--- config.mk ---
export PLATFORM = sky130hd
export DESIGN_NAME = tw_serial_master
export DESIGN_NICKNAME = d
export VERILOG_FILES = /design/src/rtl/tw_pkg.sv /design/src/rtl/tw_halfbit_timer.sv /design/src/rtl/tw_link_fsm.sv /design/src/rtl/tw_serial_master.sv
export SDC_FILE = /design/constraint.sdc
export NUM_CORES = 1
export LEC_CHECK = 0
export ABC_AREA = 1
export BUFFER_PORTS_ARGS = -buffer_cell sky130_fd_sc_hd__buf_2
export CAP_MARGIN = 40
export CORE_AREA = 2 2 70 72
export DETAILED_ROUTE_END_ITERATION = 12
export DIE_AREA = 0 0 72 74
export PLACE_DENSITY = 0.65
export SYNTH_ARGS = -nofsm -noshare
export SYNTH_HDL_FRONTEND = slang
export SYNTH_SLANG_ARGS = --single-unit
--- constraint.sdc ---
create_clock -name clk -period 1.5 [get_ports clk]
set_input_delay 0.225 -clock clk [delete_from_list [all_inputs] [get_ports clk]]
set_output_delay 0.225 -clock clk [all_outputs]
set_load 0.005 [all_outputs]
--- src/rtl/tw_pkg.sv ---
// Shared constants, state type and command builder for the three-wire master.
package tw_pkg;

    localparam int CMD_W  = 8;
    localparam int ADDR_W = CMD_W - 2;
    localparam int BIT_W  = $clog2(CMD_W);

    typedef enum logic [2:0] {
        ST_IDLE,
        ST_LEAD,
        ST_LOW,
        ST_HIGH,
        ST_TAIL,
        ST_GAP
    } link_state_t;

    // Command byte: top bit set, address in the middle, direction in bit 0.
    function automatic logic [CMD_W-1:0] make_cmd(input logic rd, input logic [ADDR_W-1:0] a);
        return {1'b1, a, rd};
    endfunction

endpackage

--- src/rtl/tw_halfbit_timer.sv ---
// Half-bit timer: pulses tick once every HALF_DIV cycles while run is high.
// Assumes HALF_DIV >= 1; the count restarts from zero each time run rises.
module tw_halfbit_timer #(
    parameter int HALF_DIV = 13
) (
    input  logic clk,
    input  logic rst_n,
    input  logic run,
    output logic tick
);
    localparam int CW = (HALF_DIV > 1) ? $clog2(HALF_DIV) : 1;
    localparam logic [CW-1:0] LAST = CW'(HALF_DIV - 1);

    logic [CW-1:0] cnt;

    // Count system cycles within a half bit; hold at zero when idle.
    always_ff @(posedge clk) begin
        if (!rst_n || !run) cnt <= '0;
        else if (cnt == LAST) cnt <= '0;
        else cnt <= cnt + 1'b1;
    end

    assign tick = run && (cnt == LAST);

endmodule

--- src/rtl/tw_link_fsm.sv ---
// Link sequencer: shifts the command and data bytes LSB first, turns the data
// line around for reads and sequences the chip-enable window and the gap.
// Assumes tick arrives once per half bit while busy is high.
module tw_link_fsm
    import tw_pkg::*;
#(
    parameter int LEN_W = 4
) (
    input  logic              clk,
    input  logic              rst_n,
    input  logic              tick,
    input  logic              start,
    input  logic              rw,
    input  logic [ADDR_W-1:0] addr,
    input  logic [LEN_W-1:0]  len,
    input  logic [CMD_W-1:0]  wdata,
    output logic              wready,
    output logic [CMD_W-1:0]  rdata,
    output logic              rvalid,
    output logic              busy,
    output logic              done,
    output logic              ce,
    output logic              sclk,
    output logic              sio_out,
    output logic              sio_oe,
    input  logic              sio_in
);
    localparam logic [BIT_W-1:0] LAST_BIT = BIT_W'(CMD_W - 1);

    link_state_t      state;
    logic [CMD_W-1:0] shreg;
    logic [BIT_W-1:0] bit_idx;
    logic [LEN_W-1:0] remain;
    logic             rd_q;
    logic             data_ph;
    logic             gap_half;
    logic             byte_end;
    logic             rd_data;

    assign byte_end = tick && (state == ST_HIGH) && (bit_idx == LAST_BIT);
    assign rd_data  = rd_q && data_ph;

    // Ask for a write byte at the end of the command and each non-final data byte.
    assign wready = byte_end && !rd_q && (!data_ph || (remain != '0));

    // Line and status decode from the state register.
    assign busy    = (state != ST_IDLE);
    assign ce      = (state == ST_LEAD) || (state == ST_LOW) ||
                     (state == ST_HIGH) || (state == ST_TAIL);
    assign sclk    = (state == ST_HIGH);
    assign sio_out = sio_oe & shreg[0];

    // Main sequencer: one step per half bit.
    always_ff @(posedge clk) begin
        if (!rst_n) begin
            state    <= ST_IDLE;
            shreg    <= '0;
            bit_idx  <= '0;
            remain   <= '0;
            rd_q     <= 1'b0;
            data_ph  <= 1'b0;
            gap_half <= 1'b0;
            sio_oe   <= 1'b0;
            rdata    <= '0;
            rvalid   <= 1'b0;
            done     <= 1'b0;
        end else begin
            rvalid <= 1'b0;
            done   <= 1'b0;
            case (state)
                ST_IDLE: begin
                    if (start) begin
                        state    <= ST_LEAD;
                        shreg    <= make_cmd(rw, addr);
                        rd_q     <= rw;
                        remain   <= len;
                        bit_idx  <= '0;
                        data_ph  <= 1'b0;
                        gap_half <= 1'b0;
                        sio_oe   <= 1'b1;
                    end
                end
                ST_LEAD: if (tick) state <= ST_LOW;
                ST_LOW: begin
                    if (tick) begin
                        if (rd_data) shreg <= {sio_in, shreg[CMD_W-1:1]};
                        state <= ST_HIGH;
                    end
                end
                ST_HIGH: begin
                    if (tick) begin
                        if (bit_idx != LAST_BIT) begin
                            bit_idx <= bit_idx + 1'b1;
                            if (!rd_data) shreg <= {1'b0, shreg[CMD_W-1:1]};
                            state <= ST_LOW;
                        end else begin
                            bit_idx <= '0;
                            if (!data_ph) begin
                                data_ph <= 1'b1;
                                state   <= ST_LOW;
                                if (rd_q) sio_oe <= 1'b0;
                                else      shreg  <= wdata;
                            end else begin
                                if (rd_q) begin
                                    rdata  <= shreg;
                                    rvalid <= 1'b1;
                                end
                                if (remain == '0) begin
                                    state <= ST_TAIL;
                                end else begin
                                    remain <= remain - 1'b1;
                                    state  <= ST_LOW;
                                    if (!rd_q) shreg <= wdata;
                                end
                            end
                        end
                    end
                end
                ST_TAIL: begin
                    if (tick) begin
                        state  <= ST_GAP;
                        sio_oe <= 1'b0;
                        shreg  <= '0;
                        done   <= 1'b1;
                    end
                end
                ST_GAP: begin
                    if (tick) begin
                        if (gap_half) state <= ST_IDLE;
                        gap_half <= 1'b1;
                    end
                end
                default: state <= ST_IDLE;
            endcase
        end
    end

endmodule

--- src/rtl/tw_serial_master.sv ---
// Three-wire half-duplex serial master top: joins the half-bit timer and the
// link sequencer. Assumes an external pad merges sio_out/sio_oe/sio_in.
module tw_serial_master #(
    parameter int HALF_DIV = 13,
    parameter int LEN_W    = 4
) (
    input  logic             clk,
    input  logic             rst_n,
    input  logic             start,
    input  logic             rw,
    input  logic [5:0]       addr,
    input  logic [LEN_W-1:0] len,
    input  logic [7:0]       wdata,
    output logic             wready,
    output logic [7:0]       rdata,
    output logic             rvalid,
    output logic             busy,
    output logic             done,
    output logic             ce,
    output logic             sclk,
    output logic             sio_out,
    output logic             sio_oe,
    input  logic             sio_in
);
    logic tick;

    tw_halfbit_timer #(.HALF_DIV(HALF_DIV)) u_timer (
        .clk   (clk),
        .rst_n (rst_n),
        .run   (busy),
        .tick  (tick)
    );

    tw_link_fsm #(.LEN_W(LEN_W)) u_fsm (
        .clk     (clk),
        .rst_n   (rst_n),
        .tick    (tick),
        .start   (start),
        .rw      (rw),
        .addr    (addr),
        .len     (len),
        .wdata   (wdata),
        .wready  (wready),
        .rdata   (rdata),
        .rvalid  (rvalid),
        .busy    (busy),
        .done    (done),
        .ce      (ce),
        .sclk    (sclk),
        .sio_out (sio_out),
        .sio_oe  (sio_oe),
        .sio_in  (sio_in)
    );

endmodule

**Word level (Yosys, flattened, before mapping)**

Index checks and enable logic that the tools add are counted.

- Reductions and logical operators: 35
- Bitwise operators: 6
- Add/subtract/negate cells: 3
- Multiplexer cells: 47
- Equality and inequality tests: 23

Operator list:

| cell | number |
|---|---|
| $mux 8 | 10 |
| $mux 3 | 13 |
| $pmux 8 s4 | 1 |
| $mux 4 | 5 |
| $ne 2x1->1 const B | 9 |
| $pmux 3 s6 | 1 |
| $reduce_and 7->1 | 2 |
| $mux 1 | 12 |
| $eq 3x3->1 const B | 3 |
| $ne 2x2->1 const B | 4 |
| $pmux 4 s2 | 1 |
| $reduce_and 8->1 | 1 |
| $reduce_bool 4->1 | 2 |
| $eq 3x2->1 const B | 2 |
| $logic_and 1x1->1 | 6 |
| $ne 3x3->1 const B | 2 |
| $pmux 3 s2 | 1 |
| $reduce_and 3->1 | 2 |
| $reduce_and 6->1 | 1 |
| $reduce_bool 3->1 | 2 |
| $logic_or 1x1->1 | 5 |
| $not 1->1 | 5 |
| $reduce_and 5->1 | 1 |
| $reduce_or 5->1 | 1 |
| other kinds (16) | 22 |

- Output and inout port bits: 16
- Bits of input ports: 23
- Logic and storage cells: 126
- Bits in registers: 36

**Depth between registers and ports, before layout**

Gate-level depths: netlist (run 1).

- Word-level depth: 6
- Depth in mapped cells: 12
- Depth with buffers taken out: 11

**By module**

A second synthesis (run 1) with hierarchy kept.

- Cell total of the unflattened synthesis: 296
- Area, all modules: 2011.9 um2

Modules (own cells, without submodules):

| module | area an instance (um2) | cells each | times used | sequential area each (um2) |
|---|---|---|---|---|
| tw_link_fsm | 1824.2 | 273 | 1 | 640.6 |
| tw_halfbit_timer | 187.7 | 23 | 1 | 80.1 |

**Least setup slack after synthesis (run 1)**

OpenSTA, ideal clock, no wires.

- Kind: reg-to-reg
- Start: register u_fsm.bit_idx[0]
- End: register u_fsm.shreg[0]
- Stages on the path, launching flop included: 11
- Path slack: -48 ps
- Required time: 1387 ps
- Setup time: 113 ps
- Clock period less this slack: 1548 ps
- Arrival: 1435 ps
- Buffers on the path: 1
- Cells stage by stage: dfxtp_1 > ha_1 > ha_1 > buf_2 > inv_1 > nand2_1 > nand2_1 > nand2_1 > nand3_1 > nor2_1 > nor2_1

- Longest elaborated chain between the ends: 4
- Elaborated cells on any way between the ends: 7
- Those cells by class: eq/ne: 3; mux: 3; reduce/logical: 1

Ends and longest elaborated chain:

| item | line | text |
|---|---|---|
| from (decl) | tw_link_fsm.sv:32 | `logic [BIT_W-1:0] bit_idx;` |
| from (signal assigned) | tw_link_fsm.sv:93 | `bit_idx <= bit_idx + 1'b1;` |
| $ne 3x3->1 * | tw_link_fsm.sv:92 | `if (bit_idx != LAST_BIT) begin` |
| $mux 8 | tw_link_fsm.sv:92 |  |
| $mux 8 | tw_link_fsm.sv:91 | `if (tick) begin` |
| $pmux 8 s4 | tw_link_fsm.sv:70 | `case (state)` |
| to (signal assigned) | tw_link_fsm.sv:74 | `shreg <= make_cmd(rw, addr);` |
| to (signal assigned) | tw_link_fsm.sv:94 | `if (!rd_data) shreg <= {1'b0, shreg[CMD_W-1:1]};` |
| to (signal assigned) | tw_link_fsm.sv:102 | `else shreg <= wdata;` |
| to (decl) | tw_link_fsm.sv:31 | `logic [CMD_W-1:0] shreg;` |

Every way passes the cells marked *; elsewhere a longest branch is shown, timed or not. The select of a mux whose other input is x is not followed.
A chain may end at the register's enable or synchronous reset.

**Final worst setup path (run 1)**

- Start: register u_timer.cnt[1]
- End: register u_fsm.rdata[6]

- Longest elaborated chain between the ends: 3

Ends and longest elaborated chain:

| item | line | text |
|---|---|---|
| from (decl) | tw_halfbit_timer.sv:14 | `logic [CW-1:0] cnt;` |
| from (signal assigned) | tw_halfbit_timer.sv:20 | `else cnt <= cnt + 1'b1;` |
| $eq 4x4->1 | tw_halfbit_timer.sv:23 | `assign tick = run && (cnt == LAST);` |
| $logic_and 1x1->1 | tw_halfbit_timer.sv:23 |  |
| $reduce_and 5->1 (no source line) | -- |  |
| to (signal assigned) | tw_link_fsm.sv:105 | `rdata <= shreg;` |
| to (decl) | tw_link_fsm.sv:18 | `output logic [CMD_W-1:0] rdata,` |

No other way between the ends.

==> flow_summary.json, run 1 <==
{
  "p_comb_share_pct": 55.5,
  "worstMarginPinSlew_ps": 343,
  "grt_use_total_pct": 20.6,
  "pre_cts_ws_ps": -74.5,
  "pwr-share-seq_pct": 28.3,
  "slowest_delay_ps": 330,
  "die-width_um": 72,
  "slew_violations": 0,
  "rows": 25,
  "fmax_mhz": 649,
  "synth_area_leaders": "dfxtp_1 36%, nand2_1 12%, nor2_1 7.9%",
  "synth_seq_cells": 36,
  "worstPathCellList": "inv_2 > ha_4 > nand3_4 > inv_4 > nand3_4 > buf_4 > nor2_8 > buf_12 > o21ai_2 > a21oi_2",
  "power.density_nw_per_um2": 1560,
  "maxCapViolCount": 0,
  "drt_wl_total_um": 5280,
  "cp-end-kind": "register",
  "final_hold_viol_count": 0,
  "ant_nets": 0,
  "start_util_pct": 43.2,
  "vias": 2142,
  "antenna_found_initial": 0,
  "required_ps": 1730,
  "period_needed_ps": 1540,
  "crit_path_top_delay_cell": "dfxtp_2",
  "p_leak_nw": 1.43,
  "viasPerCell": 5.03,
  "core_sq_um": 4600,
  "clk_pin_slew_ps": 80,
  "synth_area_leader_cell": "dfxtp_1",
  "first_pass_iters": 5,
  "crit_family": "buffers and inverters",
  "hold_class": "input port to register",
  "fin_crit_sh_pct": 103,
  "syn_inst": 284,
  "initialDrtViolationCount": 137,
  "synthFlopType": "dfxtp_1",
  "rsz0062_at_grt": "yes",
  "synth_warnings": 0,
  "grt_pass1_vias": 1859,
  "cp.arrival_ps": 1770,
  "postLayoutCellArea_sq_um": 2910,
  "whs_ps": 266,
  "antenna_cells": 0,
  "cts_inserted_buffers": 5,
  "syn_avg_cell_area_sq_um": 7.00,
  "drcViolationCount": 0,
  "final_nets": 400,
  "cp_common_cell": "nand3_4",
  "die_height_um": 74,
  "p_int_w": 0.00268,
  "finalSetupViolCount": 8,
  "crit_fanout": 13,
  "grt_pass1_wl_um": 8520,
  "synth_top_area_share_pct": 36.3,
  "area_growth_pct": 46.5,
  "grt_max_degree": 24,
  "clock_latency_ps": 290,
  "startpoint_type": "register",
  "p_sw_w": 0.00187,
  "clockBufferDepth": 2,
  "critPathKind": "register to register",
  "peakVddDrop_mv": 0.691,
  "netlist_area_sq_um": 1990,
  "synth_edf_count": 0,
  "swShare_pct": 41.1,
  "drive_gt1_share_pct": 41.7,
  "io_pins": 39,
  "syn-num-nets": 313,
  "ys_seq_area_share_pct": 36.3,
  "tritoncts": "done",
  "root_buffer": "clkbuf_8",
  "io_buffers": 38,
  "dpl-instance-area_sq_um": 2400,
  "power_frac_clock_pct": 16.1,
  "hpwl_um": 3480,
  "dieArea_sq_um": 5330,
  "fin_ws_ps": -40.4,
  "crit_buf_inv": 4,
  "grt_overflow": 0,
  "cts-hold-fix-buffers": 0,
  "h-tree-depth": 2,
  "clock_skew_ps": 2.78,
  "run_status": "finished, violations left",
  "wl_per_cell_um": 12.4,
  "violations": "setup timing",
  "max_slew_margin_pct": 77.0,
  "clock_sinks": 36,
  "fin_util_pct": 63.3,
  "place_congestion": 0.829,
  "synthArstFlopShare_pct": 0,
  "synth_cell_types": 34
}
## cell usage after synthesis (3+ instances only)
master   number
inv_1        29
dfxtp_1      36
nand3_2       3
nand3_1      27
nand2_1      66
ha_1          6
nor2_1       42
nand2_2       4
a21oi_1      16
nor3_1        6
o21ai_0      15
## cell families after synthesis
kind of cell / count (synthesis) / synth area share (%)
compound gates: 39 / 11.4
xor+xnor: 3 / 1.32
fa+ha+maj: 6 / 3.78
buf+inv: 40 / 9.63
flops: 36 / 36.3
simple gates: 160 / 37.6
## path summary, 6_finish.rpt
| path | startpoint | end | slack (ps) | cells past startpoint |
|---|---|---|---|---|
| worst max-delay path | u_timer.cnt[1] | u_fsm.rdata[6] | -40 | 10 |
| worst min-delay path | addr[0] | u_fsm.shreg[1] | 270 | 5 |
| worst max register to register | u_timer.cnt[1] | u_fsm.rdata[6] | -40 | 10 |
| worst min register to register | u_fsm.shreg[4] | u_fsm.rdata[4] | 480 | 2 |
## power by group through the flow
stage / clock network (W) / logic, W / registers, W
finish: 0.000733 / 0.00253 / 0.00129
global route: 0.000788 / 0.00284 / 0.00131
CTS: 0.000746 / 0.00212 / 0.00128
detailed placement: 0 / 0.00189 / 0.00128
global placement: 0 / 0.00186 / 0.00128
floorplan: 0 / 0.00134 / 0.00129
## cell usage in the layout, fill, tap and decap left out, drive strengths merged, types with 2 or more instances in the layout
| master | netlist | routed |
|---|---|---|
| a21oi | 18 | 18 |
| buf | 7 | 87 |
| clkbuf | 1 | 6 |
| clkinv | 1 | 3 |
| dfxtp | 36 | 36 |
| ha | 6 | 6 |
| inv | 31 | 31 |
| nand2 | 71 | 71 |
| nand3 | 31 | 31 |
| nand3b | 2 | 2 |
| nand4 | 2 | 2 |
| nor2 | 47 | 47 |
| nor3 | 7 | 7 |
| o21ai | 18 | 18 |
| xnor2 | 2 | 2 |
## registers in the layout, summed over array words and instances, names as in the netlist
signal and cells:
u_fsm.done 1, u_fsm.data_ph 1, u_fsm.shreg 8, u_fsm.sio_oe 1
u_fsm.state 3, u_fsm.rvalid 1, u_fsm.rdata 8, u_fsm.gap_half 1
u_timer.cnt 4, u_fsm.rd_q 1, u_fsm.remain 4, u_fsm.bit_idx 3
## layer usage
layer / GRT usage, % / share of wire [%] / vias up
li1: - / - / 1085
met5: 0 / 0 / -
met1: 27.1 / 44 / 992
met2: 33.6 / 49 / 50
met3: 4.61 / 4.4 / 15
met4: 7.34 / 2.7 / 0
## worst reg2reg max path: stages, from the launching register on
cell and delay [ps]:
dfxtp_2 330, inv_2 60, ha_4 130, nand3_4 90
inv_4 90, nand3_4 80, buf_4 180, nor2_8 240
buf_12 150, o21ai_2 50, a21oi_2 100
## through the flow
stage	std cells	power, W	setup TNS, ps
floorplan	284	0.00262	0
global placement	395	0.00314	-153
detailed placement	395	0.00317	-437
CTS	419	0.00415	-143
global route	426	0.00494	-2290
finish	426	0.00455	-129
## final cells by class
class | count | area, sq um
clock buffers | 6 | 82.6
clock inverters | 2 | 10.0
fillers | 404 | 1690
inverters | 32 | 130
multi-input cells | 208 | 1230
flip-flops and latches | 36 | 732
well taps | 54 | 67.6
repair buffers | 88 | 661
## timing repair
item                       4_1_cts  5_1_grt
gates resized for setup         25       42
buffers inserted                15        7
setup endpoints to repair       11       29
gates cloned                     1        0
pin swaps                        7       14
(Power assumes the default switching activity.)
==> run 2: changes to the inputs <==
- GPL_TIMING_DRIVEN: not set -> 1
- SETUP_SLACK_MARGIN: not set -> 0.4
==> flow_summary.json, run 2 (synthesized netlist as in run 1, its figures left out) <==
{
  "dieArea_sq_um": 5330,
  "drcViolationCount": 0,
  "reg.largest.list": "u_fsm.rdata (8), u_fsm.shreg (8)",
  "final_nets": 410,
  "cp.arrival_ps": 1840,
  "hold_class": "input port to register",
  "maxCapViolCount": 0,
  "vias": 2221,
  "first_pass_iters": 6,
  "io_pins": 39,
  "tritoncts": "done",
  "p_leak_nw": 1.57,
  "pre_cts_ws_ps": 34.5,
  "root_buffer": "clkbuf_8",
  "fin_crit_sh_pct": 108,
  "worstPathCellList": "ha_4 > ha_4 > buf_4 > nand2_1 > inv_1 > nand3_4 > nand2_2 > inv_4 > nand2_8 > nand2_2 > nand2_1 > nor2_1",
  "period_needed_ps": 1620,
  "final_hold_viol_count": 0,
  "start_util_pct": 43.2,
  "slowest_delay_ps": 340,
  "grt_pass1_vias": 2006,
  "startpoint_type": "register",
  "drive_gt1_share_pct": 55.8,
  "power.density_nw_per_um2": 1530,
  "core_sq_um": 4600,
  "clock_latency_ps": 290,
  "rsz0062_at_grt": "yes",
  "fin_ws_ps": -116,
  "clockBufferDepth": 2,
  "viasPerCell": 5.09,
  "crit_fanout": 7,
  "grt_max_degree": 24,
  "rows": 25,
  "slew_violations": 0,
  "grt_use_total_pct": 22.9,
  "wl_per_cell_um": 14.6,
  "ant_nets": 0,
  "io_buffers": 38,
  "antenna_cells": 0,
  "clock_sinks": 36,
  "run_status": "finished, violations left",
  "grt_pass1_wl_um": 9420,
  "finalSetupViolCount": 21,
  "initialDrtViolationCount": 184,
  "clk_pin_slew_ps": 70,
  "max_slew_margin_pct": 70.2,
  "mostFrequentLayoutCell": "nand2_1",
  "h-tree-depth": 2,
  "hpwl_um": 3460,
  "cts_inserted_buffers": 5,
  "grt_overflow": 0,
  "die-width_um": 72,
  "die_height_um": 74,
  "worstMarginPinSlew_ps": 444,
  "crit_path_top_delay_cell": "dfxtp_2",
  "fmax_mhz": 619,
  "violations": "setup timing",
  "critPathKind": "register to register",
  "required_ps": 1730,
  "clock_skew_ps": 6.47,
  "drt_wl_total_um": 6380,
  "area_growth_pct": 69.3,
  "peakVddDrop_mv": 1.01,
  "layout_common_cells": "49 x nand2_1, 37 x buf_2, 37 x buf_4, 30 x nor2_1, 26 x dfxtp_1",
  "place_congestion": 0.925,
  "fin_cells": 436,
  "dp_cells": 383,
  "antenna_found_initial": 0,
  "cp-end-kind": "register"
}
==> run 2: final cells by class <==
cell class | count | area (sq um)
fill | 323 | 1230
inverter | 32 | 139
sequential | 36 | 741
timing repair buffer | 96 | 771
tap | 54 | 67.6
multi-input combinational | 210 | 1560
clock buffer | 8 | 90.1
==> run 2: routing by layer <==
layer | GRT usage, % | share of wire [%]
met1 | 27.8 | 41
met2 | 40.6 | 52
met4 | 8.60 | 2.5
met5 | 0 | 0
met3 | 4.34 | 5.1
==> run 2: worst paths after layout <==
check                         from        endpoint  slack (ps)  depth (start not counted)
setup / recovery  u_fsm.bit_idx[0]  u_fsm.shreg[4]        -120                         12
hold / removal                  rw      u_fsm.rd_q         240                          3
setup reg to reg  u_fsm.bit_idx[0]  u_fsm.shreg[4]        -120                         12
hold reg to reg       u_fsm.sio_oe    u_fsm.sio_oe         470                          2
==> run 2: what timing repair did <==
action                                  in CTS  in global routing
buffers inserted                            33                 10
endpoints found under the setup margin      39                 41
cloned                                       2                  0
hold buffers                                 0                  0
gates resized for setup                     55                 61
pin swaps                                   21                 36
==> run 2: metrics by stage <==
step | area, sq um | total power [W] | utilization [%] | TNS [ps] | hold slack, ps
after floorplan | 2140 | 0.00279 | - | 0 | 383
after detailed placement | 2460 | 0.00327 | 53.4 | 0 | 436
final | 3360 | 0.00515 | 73.2 | -1460 | 243
after global placement | 2460 | 0.00324 | 53.4 | 0 | 430
after CTS | 3030 | 0.00454 | 65.9 | -534 | 247
after global routing | 3360 | 0.00548 | 73.2 | -3490 | 258
==> run 2: critical path: cells and delay by family (launching register included) <==
kind / cells / cell delay, ps
adders and majority gates: 2 / 330
buffers and inverters: 3 / 330
DFF: 1 / 340
and+or+nand+nor: 7 / 560
==> run 2: report_power, final <==
part | internal (W) | switching [W] | leakage, nW
registers | 0.00117 | 0.000175 | 0.299
clock network | 0.000375 | 0.000353 | 0.0455
logic | 0.00134 | 0.00174 | 1.22
